==> src/rtl/acc_rate_pkg.sv <==
// Shared types for the acceptance-rate tracker.
package acc_rate_pkg;
    // Phases of the shared sequential divider.
    typedef enum logic [1:0] {
        D_LOAD  = 2'd0,
        D_RUN   = 2'd1,
        D_WRITE = 2'd2
    } div_state_t;
endpackage

==> src/rtl/proc_slot.sv <==
// One processor's request state and saturating statistics.
// Assumes the arbitration flags are valid for the current cycle only.
module proc_slot #(
    parameter int CNT_W = 8
) (
    input  logic             clk,
    input  logic             rst_n,
    input  logic             clr,
    input  logic             req_new,
    input  logic             mem_win,
    input  logic             bus_win,
    output logic             waiting,
    output logic             accepted,
    output logic [CNT_W-1:0] req_cnt,
    output logic [CNT_W-1:0] acc_cnt
);
    localparam logic [CNT_W-1:0] CNT_MAX = {CNT_W{1'b1}};

    logic             waiting_q;
    logic [CNT_W-1:0] req_cnt_q;
    logic [CNT_W-1:0] acc_cnt_q;
    logic             active;

    // Active request this cycle and acceptance decision.
    always_comb begin
        active   = waiting_q | req_new;
        accepted = active & mem_win & bus_win;
    end

    // State and saturating counter updates.
    always_ff @(posedge clk) begin
        if (!rst_n || clr) begin
            waiting_q <= 1'b0;
            req_cnt_q <= '0;
            acc_cnt_q <= '0;
        end else begin
            if (!waiting_q && req_new && req_cnt_q != CNT_MAX)
                req_cnt_q <= req_cnt_q + 1'b1;
            if (accepted && acc_cnt_q != CNT_MAX)
                acc_cnt_q <= acc_cnt_q + 1'b1;
            waiting_q <= active & ~accepted;
        end
    end

    assign waiting = waiting_q;
    assign req_cnt = req_cnt_q;
    assign acc_cnt = acc_cnt_q;

    a_r1_clear_zeroes: assert property (@(posedge clk) disable iff (!rst_n)
        clr |=> (req_cnt_q == '0 && acc_cnt_q == '0 && !waiting_q));
    a_r4_denied_holds: assert property (@(posedge clk) disable iff (!rst_n)
        (!clr && waiting_q && !(mem_win && bus_win)) |=> (waiting_q && $stable(req_cnt_q)));
    a_r5_accept_idles: assert property (@(posedge clk) disable iff (!rst_n)
        (!clr && accepted) |=> !waiting_q);
    a_r8_acc_le_req: assert property (@(posedge clk) disable iff (!rst_n)
        acc_cnt_q <= req_cnt_q);
endmodule

==> src/rtl/rate_divider.sv <==
// Shared restoring divider: visits slots in turn, writes min(acc*2^RATE_W/req, max).
// Assumes acc <= req per slot, so RATE_W+1 quotient bits suffice.
module rate_divider
    import acc_rate_pkg::*;
#(
    parameter int N_PROC = 4,
    parameter int CNT_W  = 8,
    parameter int RATE_W = 8
) (
    input  logic                          clk,
    input  logic                          rst_n,
    input  logic                          clr,
    input  logic [N_PROC-1:0][CNT_W-1:0]  acc_cnt,
    input  logic [N_PROC-1:0][CNT_W-1:0]  req_cnt,
    output logic [N_PROC*RATE_W-1:0]      rate_o
);
    localparam int IDX_W  = (N_PROC > 1) ? $clog2(N_PROC) : 1;
    localparam int STEP_W = $clog2(RATE_W + 1);
    localparam logic [IDX_W-1:0]  IDX_LAST  = IDX_W'(N_PROC - 1);
    localparam logic [STEP_W-1:0] STEP_TOP  = STEP_W'(RATE_W);

    div_state_t                     state_q;
    logic [IDX_W-1:0]               idx_q;
    logic [STEP_W-1:0]              step_q;
    logic [CNT_W:0]                 rem_q;
    logic [CNT_W-1:0]               den_q;
    logic [RATE_W:0]                quo_q;
    logic [N_PROC-1:0][RATE_W-1:0]  rate_q;

    logic           ge;
    logic [CNT_W:0] diff;
    logic [RATE_W-1:0] result;

    // One restoring step and the saturated result.
    always_comb begin
        ge     = rem_q >= {1'b0, den_q};
        diff   = ge ? (rem_q - {1'b0, den_q}) : rem_q;
        result = (den_q == '0 || quo_q[RATE_W]) ? {RATE_W{1'b1}} : quo_q[RATE_W-1:0];
    end

    // Divider sequencing and rate register updates.
    always_ff @(posedge clk) begin
        if (!rst_n || clr) begin
            state_q <= D_LOAD;
            idx_q   <= '0;
            step_q  <= '0;
            rem_q   <= '0;
            den_q   <= '0;
            quo_q   <= '0;
            rate_q  <= '{default: {RATE_W{1'b1}}};
        end else begin
            case (state_q)
                D_LOAD: begin
                    rem_q   <= {1'b0, acc_cnt[idx_q]};
                    den_q   <= req_cnt[idx_q];
                    quo_q   <= '0;
                    step_q  <= STEP_TOP;
                    state_q <= D_RUN;
                end
                D_RUN: begin
                    quo_q[step_q] <= ge;
                    rem_q         <= {diff[CNT_W-1:0], 1'b0};
                    if (step_q == '0) state_q <= D_WRITE;
                    else              step_q  <= step_q - 1'b1;
                end
                default: begin
                    rate_q[idx_q] <= result;
                    idx_q         <= (idx_q == IDX_LAST) ? '0 : idx_q + 1'b1;
                    state_q       <= D_LOAD;
                end
            endcase
        end
    end

    // Flatten the rate registers onto the output bus.
    always_comb begin
        for (int i = 0; i < N_PROC; i++)
            rate_o[i*RATE_W +: RATE_W] = rate_q[i];
    end

    a_r7_zero_den_full: assert property (@(posedge clk) disable iff (!rst_n)
        (!clr && state_q == D_WRITE && den_q == '0) |=> rate_q[$past(idx_q)] == {RATE_W{1'b1}});
    a_r9_run_ends: assert property (@(posedge clk) disable iff (!rst_n)
        (!clr && state_q == D_RUN && step_q == '0) |=> state_q == D_WRITE);
    a_r9_write_reloads: assert property (@(posedge clk) disable iff (!rst_n)
        (!clr && state_q == D_WRITE) |=> state_q == D_LOAD);
endmodule

==> src/rtl/acc_rate_tracker.sv <==
// Top: per-processor request tracking, per-cycle accepted count, shared rate divider.
// Assumes the win flags come from arbiters that evaluate in the same cycle.
module acc_rate_tracker #(
    parameter int N_PROC = 4,
    parameter int CNT_W  = 8,
    parameter int RATE_W = 8
) (
    input  logic                          clk,
    input  logic                          rst_n,
    input  logic                          clr,
    input  logic [N_PROC-1:0]             req_new,
    input  logic [N_PROC-1:0]             mem_win,
    input  logic [N_PROC-1:0]             bus_win,
    output logic [N_PROC-1:0]             waiting_o,
    output logic [N_PROC*RATE_W-1:0]      rate_o,
    output logic [$clog2(N_PROC+1)-1:0]   bw_count
);
    localparam int BW_W = $clog2(N_PROC + 1);

    logic [N_PROC-1:0]             accepted;
    logic [N_PROC-1:0][CNT_W-1:0]  acc_cnt;
    logic [N_PROC-1:0][CNT_W-1:0]  req_cnt;

    for (genvar g = 0; g < N_PROC; g++) begin : g_slot
        proc_slot #(.CNT_W(CNT_W)) u_slot (
            .clk      (clk),
            .rst_n    (rst_n),
            .clr      (clr),
            .req_new  (req_new[g]),
            .mem_win  (mem_win[g]),
            .bus_win  (bus_win[g]),
            .waiting  (waiting_o[g]),
            .accepted (accepted[g]),
            .req_cnt  (req_cnt[g]),
            .acc_cnt  (acc_cnt[g])
        );
    end

    // Count accepted processors this cycle.
    always_comb begin
        bw_count = '0;
        for (int i = 0; i < N_PROC; i++)
            bw_count = bw_count + BW_W'(accepted[i]);
    end

    rate_divider #(.N_PROC(N_PROC), .CNT_W(CNT_W), .RATE_W(RATE_W)) u_div (
        .clk     (clk),
        .rst_n   (rst_n),
        .clr     (clr),
        .acc_cnt (acc_cnt),
        .req_cnt (req_cnt),
        .rate_o  (rate_o)
    );

    a_r2_needs_both_flags: assert property (@(posedge clk) disable iff (!rst_n)
        ((accepted & ~(mem_win & bus_win)) == '0));
    a_r2_needs_request: assert property (@(posedge clk) disable iff (!rst_n)
        ((accepted & ~(waiting_o | req_new)) == '0));
endmodule

==> config.mk <==
export PLATFORM = sky130hd
export DESIGN_NAME = acc_rate_tracker
export DESIGN_NICKNAME = d
export VERILOG_FILES = /design/src/rtl/acc_rate_pkg.sv /design/src/rtl/proc_slot.sv /design/src/rtl/rate_divider.sv /design/src/rtl/acc_rate_tracker.sv
export SDC_FILE = /design/constraint.sdc
export NUM_CORES = 1
export LEC_CHECK = 0
export BUFFER_PORTS_ARGS = -buffer_cell sky130_fd_sc_hd__buf_2
export CORE_MARGIN = 2
export CORE_UTILIZATION = 50
export CTS_CLUSTER_DIAMETER = 50
export DETAILED_ROUTE_END_ITERATION = 10
export PLACE_DENSITY = 0.69
export RECOVER_POWER = 25
export SLEW_MARGIN = 20
export SYNTH_ARGS = -nofsm -noshare
export SYNTH_HDL_FRONTEND = slang
export SYNTH_SLANG_ARGS = --single-unit
==> constraint.sdc <==
create_clock -name clk -period 5.4 [get_ports clk]
set_input_delay 0.27 -clock clk [delete_from_list [all_inputs] [get_ports clk]]
set_output_delay 0.27 -clock clk [all_outputs]
set_load 0.05 [all_outputs]
# After elaboration in Yosys (flattened, before gate mapping)
# Cells that the tools add are included.
[classes]
addsub = 14
order_cmp = 5
eq_ne = 12
muxes = 19
n_bitwise = 20
reduce_logical = 27
[op_table]
columns = ["op", "count"]
rows = [
  ["$add A8 B1 Y8 const B", 8],
  ["$ne A8 B8 Y1 const B", 8],
  ["$mux W8", 5],
  ["$pmux W9 S2", 2],
  ["$bmux W8 S2", 2],
  ["$bwmux W32", 1],
  ["$demux W8 S2", 1],
  ["$logic_and A1 B1 Y1", 14],
  ["$and A1 B1 Y1", 12],
  ["$bwmux W9", 1],
  ["$ge A9 B8 Y1", 1],
  ["$logic_not A8 Y1", 1],
  ["$pmux W4 S2", 1],
  ["$sub A8 B8 Y8", 1],
  ["$logic_not A1 Y1", 5],
  ["$lt A4 B5 Y1 const B", 1],
  ["$demux W1 S4", 1],
  ["$ge A4 B1 Y1 const B", 1],
  ["$logic_not A4 Y1", 1],
  ["$mux W2", 2],
  ["$mux W4", 1],
  ["$not A1 Y1", 4],
  ["$or A1 B1 Y1", 4],
  ["$pmux W2 S2", 1],
  ["other kinds (17)", 18],
]
[word_totals]
ff_bits = 134
inputBits = 15
output_inout_bits = 39
word_cells = 119

# Logic depth before layout (Yosys ltp)
[logic_depth]
ltp_word = 6
ltp_mapped = 8
mapped_depth_nobuf = 8

# By module
# From an unflattened synthesis, not the netlist that was laid out.
[unflattened]
cells_unflattened = 775
hier_area_um2 = 6792.8
[modules_own_cells]
columns = ["mod", "n_inst", "cells_per_inst", "area_each_um2", "seq_area_each_um2"]
rows = [
  ["proc_slot", 4, 98, 844.6, 340.3],
  ["rate_divider", 1, 375, 3350.7, 1321.3],
  ["acc_rate_tracker", 1, 8, 63.8, 0.0],
]

# Worst setup path after synthesis
# Ideal clock, no wire load.
[synth_path]
path_kind = "flip-flop to output port"
from = "register g_slot[0].u_slot.waiting_q"
to = "output bw_count[1]"
arrival_ns = 1.752
required_ns = 5.130
slack_ns = 3.378
path_stages_with_launch = 5
path_buffers = 0
cell_sequence = "dfxtp_1 o211a_1 fa_1 ha_1 ha_1"
[synth_between]
elab_chain_len = 6
[synth_lines]
columns = ["element", "line_no", "source"]
rows = [
  ["start, declared", "proc_slot.sv:19", "logic waiting_q;"],
  ["start signal, assigned", "proc_slot.sv:41", "waiting_q <= active & ~accepted;"],
  ["$or A1 B1 Y1", "proc_slot.sv:26", "active = waiting_q | req_new;"],
  ["$and A1 B1 Y1 (2 in a row)", "proc_slot.sv:27", "accepted = active & mem_win & bus_win;"],
  ["$add A1 B1 Y2", "acc_rate_tracker.sv:43", "bw_count = bw_count + BW_W'(accepted[i]);"],
  ["$add A2 B1 Y3", "acc_rate_tracker.sv:43", ""],
  ["$add A3 B1 Y3", "acc_rate_tracker.sv:43", ""],
  ["end, declared", "acc_rate_tracker.sv:16", "output logic [$clog2(N_PROC+1)-1:0] bw_count"],
]
# No other way between the ends.

# Worst setup path after layout
[layout_path]
from = "input clr"
to = "register g_slot[2].u_slot.req_cnt_q[6]"
[layout_between]
elab_chain_len = 1
[layout_lines]
columns = ["element", "line_no", "source"]
rows = [
  ["start, declared", "acc_rate_tracker.sv:10", "input logic clr,"],
  ["$logic_or A1 B1 Y1", "proc_slot.sv:32", "if (!rst_n || clr) begin"],
  ["end signal, assigned", "proc_slot.sv:38", "req_cnt_q <= req_cnt_q + 1'b1;"],
  ["end, declared", "proc_slot.sv:20", "logic [CNT_W-1:0] req_cnt_q;"],
]
# No other way between the ends.
# A chain may end at the register's enable or synchronous reset.

==> results by group <==
Run status
  – Status: complete, but fails checks
  – Failing checks: max-capacitance violations, max-slew violations

Pwr
  – PD cells: around 310 mW/mm2
  – LEAKAGE: 2.76 nW
  – Maximum vdd drop: between 0.0002 and 0.00025 V
  – Power Total: roughly 2.3 mW

Finish
  – ANT cells: 0
  – Nets@finish: just over 800
  – Multi-input logic area: about 0.0036 mm2
  – Reg area: approximately 0.0027 mm2
  – FILL cells: between 1000 and 1500
  – P&R area growth vs syn: 13.8%
  – Layout cells sized above 1: 9.58%

Worst setup path
  – Slowest cell delay on critical path: 1.98 ns
  – Type of origin of the critical path: primary input
  – Crit end category: flip-flop
  – Top delay family on crit path: buffers and inverters
  – Crit path kind: primary input to flip-flop
  – Cell Chain, Critical Path: clkbuf_1 > nand2b_1 > clkbuf_1 > nor2_1
  – CP bufs+invs: 2
  – Crit Path Max Fanout: 63
  – WP data arrival: between 3 and 4 ns
  – Cell mode on critical path: clkbuf_1
  – Required @ worst endpoint: roughly 5.6 ns
  – Slowest-stage cell, CP: clkbuf_1

Synthesis
  – Synth Instances: 730
  – Synth Area in Adders: under 10%
  – Post-synthesis compound-gate area fraction: between 10% and 20%
  – Mean area per synthesized cell: a little under 9 um2
  – Synth Area in XOR/XNOR: under 10%
  – Yosys reg bits: 134
  – Simple-Gate Fraction of Synth Area: between 20% and 30%
  – Post-synth ARST share: 0%
  – Syn_nets: slightly below 800
  – Largest family of logic cells by synthesized area: simple AND/OR/NAND/NOR gates
  – Number of enable flip-flop cells after synthesis: 0
  – Yosys cell types: 54
  – Ys Warns: 0
  – Seq/Total Area, Yosys: approximately two fifths
  – Netlist Area Pre-Place: roughly 0.0065 mm2
  – Multiplexer area fraction after synthesis: 7.38%
  – Post-synth top flop: dfxtp_1

Clock network
  – Clock sinks: roughly 130
  – Worst-path clk slew: 0.06 ns
  – Post-CTS Hold Fix Bufs: 0
  – CTS resizes: 0
  – Clock tree from TritonCTS: done
  – Longest Clk Path Bufs: 2
  – Setup bufs post-CTS: 0
  – H-tree level count: 4
  – Num CTS Buffers: 17
  – CTS Root Cell: clkbuf_16
  – Worst skew pair latency: approximately 0.42 ns

Timing
  – Skew final: approximately 0.007 ns
  – Relative slew margins: -79.8%
  – Final period util: about two thirds
  – Slew @ Worst Pin: 2.70 ns
  – Minimum clock period: ~3.5 ns
  – Total negative slack: 0 ns
  – RSZ-0062 raised after global routing: false
  – Peak Freq: ~0.28 GHz
  – Slew Limit Fails: 104
  – Hold Fails Final Rpt: 0
  – Final setup viols: 0

Detailed routing
  – Iteration-0 DRC Markers: around 340
  – DRC viols: 0
  – Final wirelength: about 14000 um
  – Routed vias/inst: between 5 and 6
  – DRT Pass-1 Iters: 5
  – Remaining antenna violation count: 0
  – Via count: between 5000 and 6000
  – Avg WL per Cell: between 10 and 15 um

Floorplan
  – # IOs: 54
  – Vert. Die Dim: approximately 120 um
  – Die width: roughly 120 um
  – Core area: approximately 0.013 mm2
  – Initial Utilization: 51.4%
  – Die area: roughly 0.014 mm2
  – FP Rows: slightly above 40

Placed design
  – RePlAce Congestion: approximately 0.90
  – IO buf count: 53
  – Hpwl dp: between 10000 and 15000 um

Global routing
  – Grt total ovfl: 0
  – Initial antenna violation count: 0
  – Tot GR Track Use: 21.8%
  – Vias in the first global route: between 5000 and 6000
  – First-pass GRT wire length: 24900 um
  – Largest net degree at the start of global routing: 64

Run
  – Max Cap Viol: 2

Min path
  – Min-Delay Path Class: primary input to flip-flop
[cells in the mapped netlist (18+ instances only)]
library cell | instances | share of area [%]
nor2_1 | 94 | 5.4
xnor2_1 | 32 | 4.3
nand2b_1 | 18 | 1.7
nand2_1 | 76 | 4.4
clkbuf_1 | 24 | 1.4
dfxtp_1 | 134 | 41
xor2_1 | 19 | 2.6
nor3_1 | 21 | 1.6
o211ai_1 | 32 | 3.7
nand3_1 | 41 | 3.2
ha_1 | 27 | 5.2
inv_1 | 29 | 1.7
a21oi_1 | 32 | 2.5
[registers in the layout, indices dropped and copies added, names as in the netlist]
signal,flops
u_div.rate_o,32
g_slot.u_slot.req_cnt,32
u_div.step_q,4
u_div.den_q,8
u_div.state_q,2
u_div.quo_q,9
u_div.rem_q,9
g_slot.u_slot.waiting,4
g_slot.u_slot.acc_cnt,32
u_div.idx_q,2
[path summary, 6_finish.rpt]
check                       from  slack [ns]  cells past startpoint                          end
setup / recovery             clr        1.88                      4  g_slot[2].u_slot.req_cnt[6]
setup reg to reg  u_div.den_q[5]        2.94                      7               u_div.rem_q[3]
hold reg to reg   u_div.den_q[2]        0.46                      2               u_div.den_q[2]
hold / removal        mem_win[3]        0.04                      2     g_slot[3].u_slot.waiting
[layout by cell type (no fill, tap or decap), types with 5 or more instances in the layout]
master,synthesis,final
dfxtp_1,134,133
nor2_1,94,94
nand2_1,76,76
nand3_1,41,41
clkbuf_1,24,38
a21oi_1,32,32
xnor2_1,32,32
o211ai_1,32,32
inv_1,29,29
ha_1,27,27
nor3_1,21,21
xor2_1,19,19
nand2b_1,18,18
clkbuf_16,0,17
mux4_2,16,16
buf_2,4,16
o21ai_0,15,15
nand4_1,13,13
mux2i_1,12,12
or3_1,7,7
o21ai_1,6,6
a22oi_1,6,6
inv_6,0,6
a31oi_1,5,5
a211oi_1,5,5
and3_1,5,5
[cells by family (layout without fill, tap and decap cells)]
logic type                 Yosys count  count (layout)
buffers and inverters               63             116
AOI/OAI and AO/OA                  130             130
and+or+nand+nor                    295             295
xor gates and xnor gates            51              51
muxes                               28              28
DFF                                134             134
adders and majority gates           29              29
[metal layers]
| layer | routed length, um | track usage (%) | part of all wire, % | up-vias |
|---|---|---|---|---|
| met2 | 6790 | 34.9 | 47 | 149 |
| met1 | 6360 | 27.4 | 44 | 2557 |
| li1 | - | - | - | 2666 |
| met3 | 745 | 5.43 | 5.2 | 40 |
| met5 | 0 | 0 | 0 | - |
| met4 | 411 | 10.9 | 2.9 | 0 |
[power by group]
part	total (mW)	switching [mW]	internal, mW
Combinational	0.109	0.0763	0.0322
Sequential	1.01	0.0100	0.996
Clock	1.17	0.467	0.703
Total	2.28	0.553	1.73
[final cells by class]
type                       instances  area share (%)
multi-input combinational        533            48.2
sequential                       134            36.2
clock buffer                      18            5.93
timing repair buffer              55            3.11
tap                              172            2.91
clock inverter                    14            2.20
inverter                          29            1.47
[per-stage QoR]
stage	instance area, um2	hold WS, ns	cells	util (%)	setup WS [ns]
final	7410	0.0371	955	58.5	1.88
after detailed placement	6860	0.454	923	54.2	2.92
after global routing	7410	0.0383	955	58.5	1.43
after floorplan	6510	0.366	730	-	3.38
after global placement	6860	0.451	923	54.2	3.13
after CTS	7460	0.0236	955	58.9	2.86
Power figures use the tool's default switching activity.
